## src/rtl/phase_interval_timer.sv

```systemverilog
module phase_interval_timer #(
  parameter int CNT_W = 8,
  parameter int SEL_W = 3
) (
  input  logic             clk,
  input  logic             rst_n,
  input  logic             ext_pin,
  input  logic [7:0]       ctrl,
  input  logic             clr_stb,
  input  logic             adj_stb,
  input  logic [CNT_W-1:0] adj_val,
  input  logic             irq_ack,
  output logic [CNT_W-1:0] count,
  output logic             pend,
  output logic             irq_req
);
  localparam int PRE_W   = 1 << SEL_W;
  localparam int SEL_MAX = PRE_W - 1;

  logic [2:0]       pin_sync;
  logic [PRE_W-1:0] pre_q;
  logic [CNT_W-1:0] cnt_q;
  logic             pend_q;

  wire src_ext  = ctrl[0];
  wire fall_sel = ctrl[1];
  wire masked   = ctrl[2];
  wire bypass   = ctrl[3];
  wire [SEL_W-1:0] div_sel = ctrl[4 +: SEL_W];

  wire rise_det = pin_sync[1] & ~pin_sync[2];
  wire fall_det = ~pin_sync[1] & pin_sync[2];
  wire tick     = src_ext ? (fall_sel ? fall_det : rise_det) : 1'b1;

  wire [PRE_W-1:0] div_mask = {PRE_W{1'b1}} >> (SEL_MAX - int'(div_sel));
  wire             pre_hit  = (pre_q & div_mask) == div_mask;
  wire             step     = tick & (bypass | pre_hit);
  wire             load     = clr_stb | adj_stb;
  wire             roll     = step & ~load & (cnt_q == {CNT_W{1'b1}});

  always_ff @(posedge clk or negedge rst_n)
    if (!rst_n) pin_sync <= '0;
    else        pin_sync <= {pin_sync[1:0], ext_pin};

  always_ff @(posedge clk or negedge rst_n)
    if (!rst_n)                pre_q <= '0;
    else if (load)             pre_q <= '0;
    else if (tick && !bypass)  pre_q <= pre_q + 1'b1;

  always_ff @(posedge clk or negedge rst_n)
    if (!rst_n)       cnt_q <= '0;
    else if (clr_stb) cnt_q <= '0;
    else if (adj_stb) cnt_q <= cnt_q + adj_val;
    else if (step)    cnt_q <= cnt_q + 1'b1;

  always_ff @(posedge clk or negedge rst_n)
    if (!rst_n)       pend_q <= 1'b0;
    else if (roll)    pend_q <= 1'b1;
    else if (irq_ack) pend_q <= 1'b0;

  assign count   = cnt_q;
  assign pend    = pend_q;
  assign irq_req = pend_q & ~masked;

  a_r1_wrap_sets_pend: assert property (@(posedge clk) disable iff (!rst_n)
    (cnt_q == {CNT_W{1'b1}} && step && !load) |=> (cnt_q == '0 && pend_q));

  a_r2_clear_zeroes: assert property (@(posedge clk) disable iff (!rst_n)
    clr_stb |=> (cnt_q == '0 && pre_q == '0));

  a_r3_adjust_adds: assert property (@(posedge clk) disable iff (!rst_n)
    (adj_stb && !clr_stb) |=> (cnt_q == CNT_W'($past(cnt_q) + $past(adj_val))));

  a_r8_ack_clears: assert property (@(posedge clk) disable iff (!rst_n)
    (irq_ack && !roll) |=> !pend_q);

  a_r9_hold: assert property (@(posedge clk) disable iff (!rst_n)
    (!step && !load) |=> $stable(cnt_q));

  a_r7_mask: assert property (@(posedge clk) disable iff (!rst_n)
    masked |-> !irq_req);
endmodule

```

## config.mk

```make
export PLATFORM = sky130hd
export DESIGN_NAME = phase_interval_timer
export DESIGN_NICKNAME = d
export VERILOG_FILES = /design/src/rtl/phase_interval_timer.sv
export SDC_FILE = /design/constraint.sdc
export NUM_CORES = 1
export LEC_CHECK = 0
export BUFFER_PORTS_ARGS = -buffer_cell sky130_fd_sc_hd__buf_2
export CAP_MARGIN = 20
export CORE_ASPECT_RATIO = 0.6
export CORE_MARGIN = 4
export CORE_UTILIZATION = 33
export CTS_CLUSTER_DIAMETER = 120
export CTS_CLUSTER_SIZE = 8
export DETAILED_ROUTE_END_ITERATION = 16
export SETUP_SLACK_MARGIN = 0.5
export SLEW_MARGIN = 20
export SYNTH_ARGS = -nofsm -noshare
export SYNTH_HDL_FRONTEND = slang
export SYNTH_SLANG_ARGS = --single-unit
```

## constraint.sdc

```tcl
create_clock -name clk -period 4.3 [get_ports clk]
set_input_delay 0.43 -clock clk [delete_from_list [all_inputs] [get_ports clk]]
set_output_delay 0.43 -clock clk [all_outputs]
set_load 0.02 [all_outputs]
```

==> qor.txt, run 1 <==
Status - complete, no violations
Commonest non-fill, non-tap cell in the layout - buf_2
Worst setup EP type - flip-flop
Highest routing layer actually used - met4
Max-slew violations - 0
Initial antenna violation count - 0
Yosys Warn Count - 0
Final hold vios - 0
Pwr/cell area - 319 nW/µm²
CTS Hold Buffers Added - 0
Crit. path cell count - 9
Post-synth cell types - 39
R2r setup slk - 2.03 ns
FP Rows - 17
Die area - 5030 µm²
Syn Nets - 168
Synth Register Bits - 20
GPL Wtd Cong - 0.836
All-layer global routing usage - 12.1%
Reg2reg start - count[1]
Share of the synthesized area in the top cell type - 38.6%
P_leak - 0.000715 µW
Initial core utilization - 34.8%
H-tree depth - 1
Worst hold path class - in -> async
CP top delay family - compound AO/OA/AOI/OAI gates
Nets@finish - 201
WP data required - 4.44 ns
Final min period - 2.29 ns
Largest net degree at the start of global routing - 21
Crit path cell chain - buf_2, and2_1, ha_1, a211oi_1, o211ai_1, nand2_1, xor2_1, o32a_1, mux2_1
Slowest Stage Delay on Critical Path - 0.43 ns
Setup crit end - count[7]
Post-Syn Instances - 137
# DRC - 0
Arr. time, crit path - 2.43 ns
Yosys top cell by area - dfrtp_1
Fmax - 437 MHz
Num ports - 32
Relative slew slack - 68.0%
Die height - 56.5 µm
Post-route design area - 1540 µm²
Die extent in x - 88.9 µm
Post-Route M1 WL - 1460 µm
Slew @ Worst Pin - 0.477 ns
Met2 WL post-DR - 1300 µm
Average routed wire per standard cell - 13.2 µm
Max clock buf depth - 2
Worst path bufs/invs - 1
First-pass GRT wire length - 4810 µm
Clock Latency Late Sink - 0.25 ns
Placed inst area - 1500 µm²
Vias - 1083
Max VDD drop - 0.000184 V
Reg2Reg Capture Point - count[7]
Max_cap viols - 0
Vias per cell - 5.04
Final design utilization - 41.3%
Diode count - 0
Critical path's slowest cell - a211oi_1
Total CTS buffers - 3
CTS tree - yes
Fin crit share - 53.2%
Crit path kind - in -> reg
Post-Syn Area - 1300 µm²
Root Buffer - clkbuf_8
Setup TNS - 0 ns
Port Buf Inserts - 30
Largest cells by area after synthesis - dfrtp_1 (39%), ha_1 (7.7%), nor2_1 (4.6%), nand2_1 (4.1%), xnor2_1 (4.1%)
CTS sink count - 20
DP Wirelength - 2310 µm
CP Launch Type - primary input
CORE AREA - 3720 µm²
Syn avg cell area - 9.46 µm²
Setup violators final - 0
R2R depth - 7
Final Skew - 0.00152 ns
CTS clk-pin slew, worst paths - 0.07 ns
Most frequent cells in the layout - buf_2 (30), dfrtp_1 (20), nor2_1 (16)
Share of cells above drive strength 1 - 23.2%
Vias in the first global route - 1056
Seq/Total Area, Yosys - 38.6%
Unrepaired setup endpoints after global routing - no
Post-CTS Setup Inserts - 0
Post-CTS Resized - 0
Worst setup path start - adj_stb
Final wirelength - 2850 µm
Area grow syn2layout - 18.7%
CP Max Fanout - 10
Drt first pass iters - 4
First-iteration detailed-routing DRC count - 64
Routed Antenna Nets - 0
Pwr Total - 491 µW
Wire length on met3 - 70 µm
Total gr overflow - 0
## report_power, final
group	internal, µW	switching (µW)
Sequential	204	20.1
Clock	62.3	56.3
Combinational	63.1	86.1
Total	329	162
## layer usage
metal | GRT usage [%] | vias up
met1 | 17.5 | 519
met2 | 18.1 | 13
met3 | 2.93 | 2
met4 | 2.59 | 0
li1 | - | 549
met5 | 0 | -
## final cells by class
class / instances / area (µm²)
tap: 47 / 58.8
timing repair buffer: 30 / 150
inverter: 2 / 7.51
sequential: 20 / 500
fill: 366 / 2180
clock buffer: 3 / 41.3
multi-input combinational: 113 / 781
## cell families (layout without fill, tap and decap cells)
group,after synthesis,count (layout),synth area share (%)
simple gates,58,58,23.1
compound gates,31,31,17.3
flops,20,20,38.6
xor+xnor,11,11,7.43
fa+ha+maj,9,9,9.27
mux,4,4,3.19
buf+inv,4,35,1.16
## worst min-delay path by stage
stage,end,depth (start not counted)
2_1_floorplan,count[0],0
3_3_place_gp,pin_sync[1],0
3_5_place_dp,pin_sync[1],0
4_1_cts,pin_sync[2],1
5_1_grt,pin_sync[2],1
6_report,pin_sync[1],1
## registers in the layout (all words and copies together), names as in the netlist
name,count
pend,1
pre_q,8
pin_sync,3
count,8
## cell usage after synthesis, drive strengths merged
cell type and count:
dfrtp 20, nor2 16, nand2 14, ha 8
o21ai 8, a21oi 6, and2 6, xnor2 6
nand2b 5, xor2 5, nor2b 4, a31oi 3
mux2i 3, nand4 3, o21bai 3, a211oi 2
and3 2, clkbuf 2, inv 2, nand3 2
o211ai 2, o31ai 2, o41ai 2, a21boi 1
a21o 1, and4 1, fa 1, mux2 1
nand3b 1, nor3 1, o32a 1, or2 1
or3 1, or3b 1
## worst register-to-register path, stage by stage (launching register included)
cell and delay [ns]:
dfrtp_1 0.45, ha_1 0.34, a211oi_1 0.43, o211ai_1 0.16, nand2_1 0.12, xor2_1 0.16, o32a_1 0.17, mux2_1 0.32
## through the flow
step / hold slack, ns / cells / setup slack [ns]
after floorplan: 0.134 / 137 / 2.17
after global routing: 0.153 / 215 / 1.87
final: 0.114 / 215 / 2.01
after CTS: 0.121 / 215 / 2.02
after global placement: 0.340 / 212 / 1.79
after detailed placement: 0.338 / 212 / 1.77
Power figures use the tool's default switching activity.
==> inputs of run 2 (changes only) <==
ABC_AREA = 1   (was not set)
clock period = 2.1 ns   (was 4.3 ns; I/O delays follow)
==> run 2 against run 1 <==
Net effect:
- combinational power is 150% higher
- sequential cell count stayed put
- cell count is 43% higher
- setup slack worse by 1.6 ns
- clock power is 140% higher
- clock skew hardly changed
- global-route usage is 0.49 points higher
- first-iteration DRC count is 50% higher
- die area is 11% higher
==> qor.txt, run 2 <==
Status - complete, no violations
Num ports - 32 (unchanged)
H-tree depth - 1 (unchanged)
CP Launch Type - flip-flop
R2r setup slk - 0.43 ns (-1.60 ns)
Initial core utilization - 34.7% (-0.086 points)
Fmax - 600 MHz
Port Buf Inserts - 30 (unchanged)
Max_cap viols - 0 (unchanged)
Final hold vios - 0 (unchanged)
Fin crit share - 79.4%
Post-synth cell types - 23 (-41%)
GPL Wtd Cong - 0.799 (-4.4%)
Root Buffer - clkbuf_8
Final wirelength - 3340 µm (+17%)
Largest cells by area after synthesis - dfrtp_1 (34%), nand2_1 (18%), inv_1 (8.0%), nand3_1 (7.6%), ha_1 (6.9%)
Setup violators final - 0 (unchanged)
Diode count - 0 (unchanged)
Crit path top cell by count - nand2_1
CTS clk-pin slew, worst paths - 0.07 ns (about the same)
CTS tree - yes
All-layer global routing usage - 12.6% (+0.49 points)
Most frequent cells in the layout - nand2_1 (70), inv_1 (31), buf_2 (30)
WHS Path Cells - 1
Slowest Stage Delay on Critical Path - 0.42 ns (about the same)
Crit path kind - reg -> reg
Yosys Warn Count - 0 (unchanged)
Drt first pass iters - 4 (unchanged)
Slew @ Worst Pin - 0.440 ns (-0.0373 ns)
Share of cells above drive strength 1 - 21.5% (-1.8 points)
Top_reg_cell synth - dfrtp_1
Vias in the first global route - 1171 (+11%)
Routed Antenna Nets - 0 (unchanged)
WP data required - 2.26 ns (-2.18 ns)
Setup TNS - 0 ns (unchanged)
Clock Latency Late Sink - 0.26 ns (about the same)
Final hold slack - 0.0685 ns (-0.0451 ns)
WHS Endpoint - pin_sync[0]
Placed Cells - 300 (+42%)
First-pass GRT wire length - 5500 µm (+14%)
Max VDD drop - 0.000252 V (+37%)
Seq/Total Area, Yosys - 34.4% (-4.2 points)
Die area - 5570 µm² (+11%)
Die extent in x - 93.7 µm (+5.4%)
Crit path cell chain - ha_4, fa_2, nand2_1, inv_1, o21ai_1, nand2_1, xnor2_1, nor2_1, nand2_1, nand2_1
Total gr overflow - 0 (unchanged)
Hold_sp - ext_pin
Max-slew violations - 0 (unchanged)
Top-count cell post-synth - nand2_1
Share of the synthesized area in the top cell type - 34.4% (-4.2 points)
Die height - 59.4 µm (+5.1%)
Nets@finish - 279 (+39%)
Leading post-synthesis cells by instance count - nand2_1 (71), inv_1 (31), nand3_1 (22), dfrtp_1 (20), nor2_1 (19)
Critical path's slowest cell - dfrtp_2
Yosys top cell by area - dfrtp_1
Unrepaired setup endpoints after global routing - yes
CP Max Fanout - 3 (-7)
Max clock buf depth - 2 (unchanged)
CTS sink count - 20 (unchanged)
Vias - 1365 (+26%)
Final min period - 1.67 ns
Post-synth ARST share - 100% (unchanged)
CORE AREA - 4190 µm² (+13%)
Arr. time, crit path - 1.82 ns (-0.61 ns)
Relative slew slack - 70.7% (+2.7 points)
Average routed wire per standard cell - 10.9 µm (-18%)
Synth Register Bits - 20 (unchanged)
Post-Syn Instances - 211 (+54%)
First-iteration detailed-routing DRC count - 96 (+50%)
Syn Nets - 242 (+44%)
Pwr/cell area - 625 nW/µm² (+96%)
CP top delay family - adder cells
Vias per cell - 4.45 (-12%)
Largest net degree at the start of global routing - 21 (unchanged)
DP Wirelength - 2650 µm (+15%)
EDFF count, synth - 0 (unchanged)
Final Skew - 0.00124 ns (-0.000281 ns)
Syn avg cell area - 6.90 µm² (-27%)
Area grow syn2layout - 23.8%
Initial antenna violation count - 0 (unchanged)
Worst path bufs/invs - 1 (unchanged)
FP Rows - 18 (+1)
Worst setup EP type - flip-flop
P_leak - 0.000995 µW (+39%)
Reg2reg start - count[0]
Total CTS buffers - 3 (unchanged)
# DRC - 0 (unchanged)
Commonest non-fill, non-tap cell in the layout - nand2_1
Worst hold path class - in -> reg
Post-route insts no fill - 307 (+43%)
Post-Syn Area - 1460 µm² (+12%)
R2R depth - 10 (+3)
Reg2Reg Capture Point - count[4]
[run 2: cell count changes after synthesis, sizes merged, moves of 5 or more]
cell    delta
nand2b     -5
nand3     +21
inv       +31
and2       -6
nand2     +59
[run 2: cell families (layout without fill, tap and decap cells)]
group                      after synthesis  count (layout)  synth area share, %
AOI/OAI and AO/OA                       16              16                 6.19
xor gates and xnor gates                 4               4                 2.41
adders and majority gates                9               9                 8.25
buffers and inverters                   35              71                 9.63
DFF                                     20              20                 34.4
and+or+nand+nor                        127             127                 39.1
[run 2: stage by stage]
stage               instance area (µm²)  power (µW)  worst slack (ns)  util [%]
global route                       1800        1210             0.338      43.0
detailed placement                 1690         813             0.421      40.3
CTS                                1770        1120             0.436      42.3
global placement                   1690         812             0.416      40.3
floorplan                          1470         701             0.480         -
finish                             1800        1130             0.433      43.0
[run 2: worst max path at each step]
stage	slack, ns	endpoint	cells past startpoint	startpoint
3_3_place_gp	0.42	count[4]	10	count[0]
5_1_grt	0.34	count[4]	10	count[0]
3_5_place_dp	0.42	count[4]	13	adj_val[0]
4_1_cts	0.44	count[4]	10	count[0]
6_report	0.43	count[4]	10	count[0]
2_1_floorplan	0.48	count[4]	10	count[0]
[run 2: area by class of cell]
cell class / instances / area, µm²
Clock buffer: 4 / 55.1
Fill cell: 464 / 2390
Inverter: 33 / 124
Multi-Input combinational cell: 156 / 862
Sequential cell: 20 / 503
Tap cell: 60 / 75.1
Timing Repair Buffer: 34 / 183
[run 2: metal layers]
metal  track usage, %  routed length [µm]  vias to the layer above
met5                0                   0                        -
met4             1.23                  13                        0
met3             4.19                 204                        3
met2             15.9                1190                       31
met1             20.4                1930                      591
li1                 -                   -                      740
[run 2: where the power goes]
group | internal (µW) | leakage [µW] | switching [µW]
sequential | 420 | 0.000263 | 45.6
combinational | 152 | 0.000703 | 217
clock | 167 | 0.0000288 | 124
[run 2: what timing repair did]
item | 4_1_cts | 5_1_grt
buffers inserted | 1 | 1
endpoints found under the setup margin | 3 | 4
gates cloned | 0 | 0
endpoints found under the hold margin | 20 | 0
hold buffers | 1 | 0
resized for setup | 1 | 4
[run 2: worst reg2reg max path: cells and delay by family, from the launching register on]
kind	cells	cell delay, ns
adder cells (fa/ha/maj)	2	0.54
flip-flops	1	0.42
AND/OR/NAND/NOR	5	0.32
XOR/XNOR	1	0.13
AO/OA/AOI/OAI	1	0.11
buffers and inverters	1	0.05
